===== config.mk =====
export PLATFORM = sky130hd
export DESIGN_NAME = bridge_dr_ctrl
export DESIGN_NICKNAME = d
export VERILOG_FILES = /design/src/rtl/bridge_dr_pkg.sv /design/src/rtl/bdr_cmd_decode.sv /design/src/rtl/bdr_len_clip.sv /design/src/rtl/bdr_req_queue.sv /design/src/rtl/bridge_dr_ctrl.sv
export SDC_FILE = /design/constraint.sdc
export NUM_CORES = 1
export LEC_CHECK = 0
export BUFFER_PORTS_ARGS = -buffer_cell sky130_fd_sc_hd__buf_2
export CAP_MARGIN = 20
export CELL_PAD_IN_SITES_DETAIL_PLACEMENT = 0
export CELL_PAD_IN_SITES_GLOBAL_PLACEMENT = 1
export CORE_MARGIN = 2
export CORE_UTILIZATION = 30
export CTS_CLUSTER_SIZE = 8
export DETAILED_ROUTE_END_ITERATION = 10
export PLACE_DENSITY = 0.6
export SYNTH_ARGS = -nofsm -noshare
export SYNTH_HDL_FRONTEND = slang
export SYNTH_SLANG_ARGS = --single-unit

===== constraint.sdc =====
create_clock -name clk_i -period 3.2 [get_ports clk_i]
set_input_delay 0.64 -clock clk_i [delete_from_list [all_inputs] [get_ports clk_i]]
set_output_delay 0.64 -clock clk_i [all_outputs]
set_load 0.05 [all_outputs]

===== src/rtl/bridge_dr_pkg.sv =====
package bridge_dr_pkg;
  localparam int unsigned ADDR_W = 32;
  localparam int unsigned CMD_W  = 4;
  localparam int unsigned LEN_W  = 11;

  localparam logic [CMD_W-1:0] CMD_IO_RD  = 4'h2;
  localparam logic [CMD_W-1:0] CMD_IO_WR  = 4'h3;
  localparam logic [CMD_W-1:0] CMD_MEM_RD = 4'h6;
  localparam logic [CMD_W-1:0] CMD_MEM_WR = 4'h7;
  localparam logic [CMD_W-1:0] CMD_CFG_RD = 4'hA;
  localparam logic [CMD_W-1:0] CMD_CFG_WR = 4'hB;
  localparam logic [CMD_W-1:0] CMD_MRM    = 4'hC;
  localparam logic [CMD_W-1:0] CMD_MRL    = 4'hE;
  localparam logic [CMD_W-1:0] CMD_MWI    = 4'hF;

  typedef enum logic [1:0] {
    DISP_ACCEPT = 2'd0,
    DISP_RETRY  = 2'd1,
    DISP_ABORT  = 2'd2
  } disp_e;

  typedef enum logic [1:0] {
    K_MEMRD,
    K_MEMWR,
    K_ABORT
  } kind_e;

  typedef struct packed {
    logic [ADDR_W-1:0] addr;
    logic [CMD_W-1:0]  cmd;
    logic              par;
    logic [LEN_W-1:0]  len;
  } dr_entry_t;
endpackage


===== src/rtl/bdr_cmd_decode.sv =====
module bdr_cmd_decode
  import bridge_dr_pkg::*;
#(
  parameter int unsigned LINE_DW   = 8,
  parameter int unsigned PF_MAX_DW = 16
) (
  input  logic [CMD_W-1:0] cmd_i,
  input  logic             pf_dis_i,
  output kind_e            kind_o,
  output logic [LEN_W-1:0] nom_len_o
);
  always_comb begin
    kind_o    = K_ABORT;
    nom_len_o = '0;
    unique case (cmd_i)
      CMD_MEM_RD: begin
        kind_o    = K_MEMRD;
        nom_len_o = LEN_W'(1);
      end
      CMD_MRL: begin
        kind_o    = K_MEMRD;
        nom_len_o = LEN_W'(LINE_DW);
      end
      CMD_MRM: begin
        kind_o    = K_MEMRD;
        nom_len_o = pf_dis_i ? LEN_W'(1) : LEN_W'(PF_MAX_DW);
      end
      CMD_MEM_WR, CMD_MWI: kind_o = K_MEMWR;
      default:             kind_o = K_ABORT; // io, cfg, special, reserved
    endcase
  end
endmodule


===== src/rtl/bdr_len_clip.sv =====
module bdr_len_clip
  import bridge_dr_pkg::*;
#(
  parameter int unsigned PAGE_BITS = 12
) (
  input  logic [ADDR_W-1:0] addr_i,
  input  logic [LEN_W-1:0]  nom_len_i,
  output logic [LEN_W-1:0]  len_o
);
  localparam int unsigned DW_IDX_W = PAGE_BITS - 2;
  localparam int unsigned PAGE_DW  = 1 << DW_IDX_W;
  localparam int unsigned LEFT_W   = DW_IDX_W + 1;

  logic [LEFT_W-1:0] left_dw;

  always_comb begin
    left_dw = LEFT_W'(PAGE_DW) - LEFT_W'(addr_i[PAGE_BITS-1:2]);
    if (LEFT_W'(nom_len_i) > left_dw) len_o = LEN_W'(left_dw);
    else                              len_o = nom_len_i;
  end
endmodule


===== src/rtl/bdr_req_queue.sv =====
module bdr_req_queue
  import bridge_dr_pkg::*;
#(
  parameter int unsigned DEPTH = 4
) (
  input  logic              clk_i,
  input  logic              rst_ni,
  input  logic              push_i,
  input  dr_entry_t         push_data_i,
  input  logic              pop_i,
  input  logic [ADDR_W-1:0] match_addr_i,
  input  logic [CMD_W-1:0]  match_cmd_i,
  output logic              hit_o,
  output logic              full_o,
  output logic              empty_o,
  output dr_entry_t         head_o
);
  localparam int unsigned PTR_W = (DEPTH > 1) ? $clog2(DEPTH) : 1;
  localparam int unsigned CNT_W = $clog2(DEPTH + 1);

  dr_entry_t        mem_q [DEPTH];
  logic [DEPTH-1:0] vld_q;
  logic [DEPTH-1:0] hit_v;
  logic [PTR_W-1:0] wr_ptr_q, rd_ptr_q;
  logic [CNT_W-1:0] cnt_q;

  function automatic logic [PTR_W-1:0] ptr_inc(logic [PTR_W-1:0] p);
    return (p == PTR_W'(DEPTH - 1)) ? '0 : p + 1'b1;
  endfunction

  assign full_o  = (cnt_q == CNT_W'(DEPTH));
  assign empty_o = (cnt_q == '0);
  assign head_o  = mem_q[rd_ptr_q];
  assign hit_o   = |hit_v;

  for (genvar i = 0; i < DEPTH; i++) begin : g_slot
    assign hit_v[i] = vld_q[i] && (mem_q[i].addr == match_addr_i)
                      && (mem_q[i].cmd == match_cmd_i);

    always_ff @(posedge clk_i or negedge rst_ni) begin
      if (!rst_ni) begin
        mem_q[i] <= '0;
        vld_q[i] <= 1'b0;
      end else if (push_i && wr_ptr_q == PTR_W'(i)) begin
        mem_q[i] <= push_data_i;
        vld_q[i] <= 1'b1;
      end else if (pop_i && rd_ptr_q == PTR_W'(i)) begin
        vld_q[i] <= 1'b0;
      end
    end
  end

  always_ff @(posedge clk_i or negedge rst_ni) begin
    if (!rst_ni) begin
      wr_ptr_q <= '0;
      rd_ptr_q <= '0;
      cnt_q    <= '0;
    end else begin
      if (push_i) wr_ptr_q <= ptr_inc(wr_ptr_q);
      if (pop_i)  rd_ptr_q <= ptr_inc(rd_ptr_q);
      case ({push_i, pop_i})
        2'b10:   cnt_q <= cnt_q + 1'b1;
        2'b01:   cnt_q <= cnt_q - 1'b1;
        default: cnt_q <= cnt_q;
      endcase
    end
  end

  AST_NO_OVERFLOW: assert property (@(posedge clk_i) disable iff (!rst_ni)
    push_i |-> !full_o);
  AST_NO_UNDERFLOW: assert property (@(posedge clk_i) disable iff (!rst_ni)
    pop_i |-> !empty_o);
  AST_CNT_MATCH: assert property (@(posedge clk_i) disable iff (!rst_ni)
    $countones(vld_q) == int'(cnt_q));
endmodule


===== src/rtl/bridge_dr_ctrl.sv =====
module bridge_dr_ctrl
  import bridge_dr_pkg::*;
#(
  parameter int unsigned DEPTH      = 4,
  parameter int unsigned LINE_DW    = 8,
  parameter int unsigned PF_MAX_DW  = 16,
  parameter int unsigned PAGE_BITS  = 12,
  parameter int unsigned PF_DIS_BIT = 4
) (
  input  logic        clk_i,
  input  logic        rst_ni,
  input  logic        req_valid_i,
  input  logic [31:0] req_addr_i,
  input  logic [3:0]  req_cmd_i,
  input  logic        req_par_i,
  input  logic [15:0] cfg_ctl_i,
  output logic        resp_valid_o,
  output logic [1:0]  resp_code_o,
  output logic        perr_o,
  output logic        up_valid_o,
  input  logic        up_ready_i,
  output logic [31:0] up_addr_o,
  output logic [3:0]  up_cmd_o,
  output logic [10:0] up_len_o
);
  localparam int unsigned PAGE_DW = 1 << (PAGE_BITS - 2);

  kind_e            kind;
  logic [LEN_W-1:0] nom_len, clip_len;
  logic             par_ok, is_rd, q_hit, q_full, q_empty, enq, deq;
  dr_entry_t        new_ent, head;
  disp_e            disp_d;

  bdr_cmd_decode #(.LINE_DW(LINE_DW), .PF_MAX_DW(PF_MAX_DW)) u_dec (
    .cmd_i     (req_cmd_i),
    .pf_dis_i  (cfg_ctl_i[PF_DIS_BIT]),
    .kind_o    (kind),
    .nom_len_o (nom_len)
  );

  bdr_len_clip #(.PAGE_BITS(PAGE_BITS)) u_clip (
    .addr_i    (req_addr_i),
    .nom_len_i (nom_len),
    .len_o     (clip_len)
  );

  assign par_ok = (req_par_i == ^{req_addr_i, req_cmd_i});
  assign is_rd  = (kind == K_MEMRD);
  assign enq    = req_valid_i && is_rd && par_ok && !q_hit && !q_full;

  assign new_ent.addr = req_addr_i;
  assign new_ent.cmd  = req_cmd_i;
  assign new_ent.par  = req_par_i;
  assign new_ent.len  = clip_len;

  bdr_req_queue #(.DEPTH(DEPTH)) u_q (
    .clk_i        (clk_i),
    .rst_ni       (rst_ni),
    .push_i       (enq),
    .push_data_i  (new_ent),
    .pop_i        (deq),
    .match_addr_i (req_addr_i),
    .match_cmd_i  (req_cmd_i),
    .hit_o        (q_hit),
    .full_o       (q_full),
    .empty_o      (q_empty),
    .head_o       (head)
  );

  always_comb begin
    unique case (kind)
      K_MEMRD: disp_d = DISP_RETRY;
      K_MEMWR: disp_d = DISP_ACCEPT;
      default: disp_d = DISP_ABORT;
    endcase
  end

  always_ff @(posedge clk_i or negedge rst_ni) begin
    if (!rst_ni) begin
      resp_valid_o <= 1'b0;
      resp_code_o  <= DISP_ACCEPT;
      perr_o       <= 1'b0;
    end else begin
      resp_valid_o <= req_valid_i;
      resp_code_o  <= req_valid_i ? disp_d : DISP_ACCEPT;
      perr_o       <= req_valid_i && is_rd && !par_ok;
    end
  end

  assign up_valid_o = !q_empty;
  assign deq        = up_valid_o && up_ready_i;
  assign up_addr_o  = head.addr;
  assign up_cmd_o   = head.cmd;
  assign up_len_o   = head.len;

  AST_IO_ABORT: assert property (@(posedge clk_i) disable iff (!rst_ni)
    req_valid_i && (req_cmd_i == CMD_IO_RD || req_cmd_i == CMD_IO_WR)
    |=> resp_valid_o && resp_code_o == DISP_ABORT);
  AST_CFG_ABORT: assert property (@(posedge clk_i) disable iff (!rst_ni)
    req_valid_i && (req_cmd_i == CMD_CFG_RD || req_cmd_i == CMD_CFG_WR)
    |=> resp_code_o == DISP_ABORT);
  AST_RD_RETRY: assert property (@(posedge clk_i) disable iff (!rst_ni)
    req_valid_i && (req_cmd_i == CMD_MEM_RD || req_cmd_i == CMD_MRM || req_cmd_i == CMD_MRL)
    |=> resp_code_o == DISP_RETRY);
  AST_PERR_RETRY: assert property (@(posedge clk_i) disable iff (!rst_ni)
    perr_o |-> resp_valid_o && resp_code_o == DISP_RETRY);
  AST_PAGE_CLIP: assert property (@(posedge clk_i) disable iff (!rst_ni)
    up_valid_o |-> (32'(up_addr_o[PAGE_BITS-1:2]) + 32'(up_len_o)) <= PAGE_DW);
  AST_LEN_NZ: assert property (@(posedge clk_i) disable iff (!rst_ni)
    up_valid_o |-> up_len_o != '0 && up_len_o <= LEN_W'(PF_MAX_DW));
  AST_MR_ONE: assert property (@(posedge clk_i) disable iff (!rst_ni)
    up_valid_o && up_cmd_o == CMD_MEM_RD |-> up_len_o == LEN_W'(1));
  AST_UP_HOLD: assert property (@(posedge clk_i) disable iff (!rst_ni)
    up_valid_o && !up_ready_i |=> up_valid_o && $stable(up_addr_o)
    && $stable(up_len_o) && $stable(up_cmd_o));
endmodule


==> metrics.cfg, run 1 <==
[cts]
cts.sinks=203
clock_latency_ps=550
hold_buffers=0
cts_resized=0
cts_tree=built
cts_buffer_depth=3
cts.htree.levels=1
post_cts_buffers=0
path_clk_slew_ps=50
cts_root_buf=clkbuf_16
numCtsBuffers=29

[placement]
post-dp-hpwl_um=24500
gp_congestion=0.821
place_ws_ps=-392
io_buffers=93

[timing]
whs_ps=77.4
drv_slew=0
skew_ps=17.2
max_freq_ghz=0.331
min_period_ps=3020
fin_crit_sh_pct=94.5
worst_pin_slew_ps=504
slew_headroom_pct=65.4
setup_violations=0
timing_hold_violations_final=0
worst_slack_ps=176
rsz0062_at_grt=false
fin_tns_setup_ps=0

[critical_path]
path_cells=buf_2 -> inv_1 -> ha_1 -> xor2_1 -> buf_4 -> xnor2_1 -> xnor2_1 -> xnor3_2 -> nor2b_4 -> inv_1 -> ha_2 -> inv_1 -> fa_1 -> xor2_1 -> nor2_1 -> xor2_1
reg2reg_slack_ps=190
r2r-start=u_q.mem_q[91]
crit_path_start=req_addr_i[11]
cp_slowest_stage_delay_ps=440
worstSetupStartpointType=input port
cp_slowest_cell=xnor3_2
worst-path-buf-inv=5
worstRegToRegCells=14
crit_path_max_fanout=3
worst-path-stages=16
endpoint_kind=register
arrival_ps=3480
crit_type=input port to register
required_ps=3660
cpLargestDelayFamily=XOR/XNOR gates

[detailed_routing]
wl_per_cell_um=21.4
viasPerCell=4.74
routed_wl_um=33400
drt-initial-drc-count=369
ant_nets=0
vias=7388
firstDrtPassIters=7
drc=0

[global_routing]
busiest_layer=met2
grt_pass1_wl_um=50600
grt_antenna_before_repair=0
globalRouteTotalUtil_pct=17.3
met2_usage_pct=27.0
grt_pass1_vias=7735
grt_overflow_total=0
grt_max_degree=71
met1_usage_pct=25.4
grtUsageMet3_pct=2.85

[logic_synthesis]
async_flop_share_pct=100
ys_seq_area_share_pct=44.4
ys_warn_count=0
syn_avg_cell_area_um2=13.3
syn-num-nets=937
synth.cell_area_mm2=0.0114
synth-edff-count=0
synth_cell_type_count=46
synth_cells=857
synth_flop_cell=dfrtp_1
yosys_register_bits=203

[cells_and_area]
area_delta_synth_final_pct=23.4
final_util_pct=37.6
seq_area_mm2=0.00508
drive_gt1_share_pct=45.8
multi_input_area_mm2=0.00588
fin_nets=1125
n_antenna_cell=0
nFillCells=3657

[worst_hold_path]
hp-class=input port to async pin

[pwr]
power.density_mw_per_mm2=891
leakage_uw=0.00654
ir_drop_mv=0.425
power.total_uw=12600

[job]
maxCapViolCount=0

[floorplanning]
io_pins=109
initial_core_util_pct=30.4
die_area_mm2=0.0397
fp.dieW_um=199
core_mm2=0.0376
die_h_um=199
fp-row-count=71

[run_status]
outcome=finished clean

==> routing by layer <==
layer / up-vias / routed length [um]
met5: - / 0
met4: 0 / 598
met3: 38 / 1610
met2: 158 / 15000
met1: 3817 / 16200
li1: 3375 / -
==> placed cells by master (no fill, tap or decap), types with 2 or more instances in the layout <==
cell type  netlist  final
a21o_1           4      4
mux2_2         114    114
nor2_4           0      4
xnor2_1        124    124
ha_1            22     21
a211o_1          2      2
nand2_1         17     17
or3_1            2      2
mux2_4          50     50
dfrtp_1        203    201
xnor3_1          2      2
buf_4            2    117
nand4_1         26     26
mux4_2          47     47
nor3_1           5      5
buf_2           28     92
nor2_1           8      8
xor2_1          45     45
o22ai_1          2      2
nor2b_1         25     24
clkbuf_1        18      4
mux2i_1          5      5
clkbuf_16        0     29
and2_1           3      3
nor4_1          16     16
buf_12           0     15
nand3_1          8      8
a21oi_1          3      3
inv_1           31     31
o21ai_0          5      5
==> Yosys cell counts (2+ instances only) <==
library cell,number,area (um^2)
dfrtp_1,203,5080
xnor2_1,124,1090
mux2_2,114,1280
mux2_4,50,751
mux4_2,47,1060
xor2_1,45,394
inv_1,31,116
buf_2,28,140
nand4_1,26,163
nor2b_1,25,156
ha_1,22,275
clkbuf_1,18,67.6
nand2_1,17,63.8
nor4_1,16,100
buf_6,13,146
nand3_1,8,40.0
nor2_1,8,30.0
buf_1,7,26.3
mux2i_1,5,50.1
nor3_1,5,25.0
o21ai_0,5,25.0
a21o_1,4,30.0
nor2_2,4,25.0
a21oi_1,3,15.0
and2_1,3,18.8
a211o_1,2,17.5
buf_4,2,15.0
o22ai_1,2,12.5
or3_1,2,12.5
xnor3_1,2,45.0
==> final timing paths <==
check,endpoint
worst max register to register,u_q.cnt_q[2]
worst min register to register,u_q.vld_q[2]
worst min-delay path,u_q.mem_q[57]
max in group asynchronous,u_q.mem_q[178]
min in group clk_i,resp_valid_o
worst max-delay path,u_q.cnt_q[2]
==> layout make-up <==
| type | instances | share of cell area, % |
|---|---|---|
| Multi-Input combinational cell | 555 | 41.6 |
| Inverter | 31 | 0.824 |
| Clock inverter | 1 | 0.0355 |
| Timing Repair Buffer | 225 | 11.7 |
| Tap cell | 511 | 4.53 |
| Sequential cell | 203 | 36.0 |
| Clock buffer | 33 | 5.25 |
==> sequential cells by signal (all words and copies together), names as in the netlist <==
signal        flops
u_q.rd_ptr_q      2
u_q.mem_q       188
resp_valid_o      1
perr_o            1
u_q.cnt_q         3
u_q.wr_ptr_q      2
resp_code_o       2
u_q.vld_q         4
==> report_power, final <==
| part | switching [uW] | internal [uW] | total, uW |
|---|---|---|---|
| Sequential | 758 | 3400 | 4150 |
| Combinational | 3170 | 2560 | 5730 |
| Clock | 1100 | 1590 | 2690 |
| Total | 5020 | 7550 | 12600 |
==> stage by stage <==
stage	cells	instance area, um^2
floorplan	857	11500
global placement	1525	13400
detailed placement	1525	13400
CTS	1559	14100
global route	1559	14100
finish	1559	14100
==> worst register-to-register path: stages (launching register included) <==
cell and delay [ps]:
dfrtp_1 410, xor2_1 170, nor4_1 390, buf_4 180
nand4_1 100, or3_1 420, nand4_2 140, nor2b_4 60
inv_1 50, ha_2 170, inv_1 50, fa_1 360
xor2_1 150, nor2_1 120, xor2_1 150
==> kinds of logic (layout without fill, tap and decap cells) <==
kind of cell | Yosys count | count (layout) | synth area share (%)
mux | 216 | 216 | 27.5
flops | 203 | 203 | 44.4
xor+xnor | 173 | 173 | 13.7
simple gates | 120 | 120 | 5.96
buf+inv | 99 | 290 | 4.47
fa+ha+maj | 23 | 23 | 2.58
compound gates | 23 | 23 | 1.42
Note: power is estimated with default switching activity, not from simulation.
==> run 2, diff against run 1 <==
GPL_TIMING_DRIVEN = 0   (was default)
==> run 2 against run 1 <==
Against the previous run:
- clock skew increased by 3.6 ps
- global-route usage increased by 0.45 points
- final cell count decreased by 4.8%
- sequential power increased by 1%
- combinational power decreased by 2%
- design area decreased by 2.7%
- register-to-register slack about the same
- hold slack improved by 130 ps
- clock power increased by 3%
- power about the same
- critical endpoint is now u_q.mem_q[44]
- largest cell class unchanged
==> metrics.cfg, run 2 (synthesis results as in run 1) <==
[run_status]
outcome=finished clean

[detailed_routing]
viasPerCell=4.83
drt-initial-drc-count=468
drc=0
wl_per_cell_um=23.6
ant_nets=0
firstDrtPassIters=5
vias=7174
routed_wl_um=35100

[cells_and_area]
drive_gt1_share_pct=43.9
fin_area_mm2=0.0137
nFillCells=3703
fin_nets=1051
seq_area_mm2=0.00508
final_common_cell=dfrtp_1
area_delta_synth_final_pct=20.1
top_register=u_q.mem_q
largestRegisters=u_q.mem_q: 188 flops, u_q.vld_q: 4 flops, u_q.cnt_q: 3 flops
largest_reg_flops=188
n_antenna_cell=0
multi_input_area_mm2=0.00605
final_util_pct=36.6
final_cell_mix=dfrtp_1 (203), xnor2_1 (115), mux2_2 (114), buf_2 (92), mux2_4 (50)

[cts]
cts.htree.levels=1
numCtsBuffers=29
cts_tree=built
cts_buffer_depth=3
cts.sinks=203
clock_latency_ps=560
path_clk_slew_ps=50
cts_root_buf=clkbuf_16

[timing]
fin_tns_setup_ps=0
timing_hold_violations_final=0
worst_slack_ps=89.9
setup_violations=0
max_freq_ghz=0.322
skew_ps=20.7
min_period_ps=3110
fin_crit_sh_pct=97.2
slew_headroom_pct=46.4
drv_slew=0
whs_ps=212
worst_pin_slew_ps=804

[global_routing]
grt_pass1_vias=7528
grt_antenna_before_repair=0
grt_max_degree=81
grt_overflow_total=0
globalRouteTotalUtil_pct=17.8
grt_pass1_wl_um=51000

[placement]
io_buffers=67
post-dp-hpwl_um=25400
gp_congestion=0.857
place_ws_ps=-863
post_dp_cell_area_mm2=0.0125

[critical_path]
worstSetupStartpointType=input port
crit_type=input port to register
cp_slowest_stage_delay_ps=320
cp_slowest_cell=mux2_4
required_ps=3630
crit_path_max_fanout=10
path_cells=buf_2 -> clkbuf_16 -> inv_1 -> ha_4 -> xnor2_2 -> xnor2_2 -> xnor3_1 -> xnor3_2 -> buf_4 -> nand2_1 -> nor2_2 -> buf_6 -> buf_6 -> mux2_4
endpoint_kind=register
worstRegToRegCells=13
arrival_ps=3540

[worst_hold_path]
hp-class=input port to register
holdPathStages=1

[floorplanning]
die_area_mm2=0.0397
io_pins=109
core_mm2=0.0376
fp-row-count=71
fp.dieW_um=199
initial_core_util_pct=30.4
die_h_um=199

[pwr]
ir_drop_mv=0.464
power.density_mw_per_mm2=915
leakage_uw=0.00627

[job]
maxCapViolCount=0

[run 2: cell types whose count changed in the layout (fill, tap and decap cells not counted), moves of 4 or more]
cell      change
buf_12       -15
buf_4        -98
buf_6        +15
clkbuf_4      +5
clkbuf_8      +8
ha_1          -5
ha_4          +4
nor2_2        +4
nor2_4        -4
nor4_1        -4
nor4_2        +4
xnor2_1       -9
xnor2_2       +8
[run 2: layout make-up]
class                           instances  area share [%]
Timing Repair Buffer                   85            3.84
Tap cell                              511            4.65
Clock inverter                          1           0.146
Inverter                               31           0.847
Clock buffer                           32            5.51
Multi-Input combinational cell        555            44.1
Buffer                                 66            3.96
Sequential cell                       203            37.0
[run 2: routing by layer]
layer | routed length [um] | vias to the layer above | GRT usage, %
li1 | - | 3216 | -
met1 | 16500 | 3757 | 25.6
met2 | 16500 | 161 | 28.9
met3 | 1440 | 40 | 2.26
met4 | 599 | 0 | 3.23
met5 | 0 | - | 0
[run 2: what timing repair did]
action	in CTS	in global routing
resized for setup	45	34
setup endpoints to repair	183	133
endpoints found under the hold margin	20	0
pin swaps	7	9
buffers inserted	5	10
hold buffers	1	0
[run 2: worst max-delay path, delay by kind of cell]
family	cells	cell delay, ps
xor gates and xnor gates	4	1030
adders and majority gates	1	220
buffers and inverters	6	1010
muxes	1	320
and+or+nand+nor	2	290
[run 2: through the flow]
step,cells,power (uW)
floorplan,857,8060
global placement,1435,9620
detailed placement,1437,9670
CTS,1475,12600
global route,1484,13200
finish,1484,12600
[run 2: path summary, 6_finish.rpt]
path / start / end / slack, ps
max in group asynchronous: rst_ni / u_q.mem_q[171] / 1440
worst max-delay path: req_cmd_i[1] / u_q.mem_q[44] / 90
worst min register to register: u_q.cnt_q[0] / u_q.cnt_q[0] / 490
worst min-delay path: req_valid_i / resp_valid_o / 210
worst max register to register: u_q.mem_q[142] / u_q.cnt_q[2] / 190
min in group asynchronous: rst_ni / u_q.mem_q[152] / 580
[run 2: where the power goes]
group | internal [uW] | switching, uW
clock | 1640 | 1130
combinational | 2420 | 3200
sequential | 3390 | 796
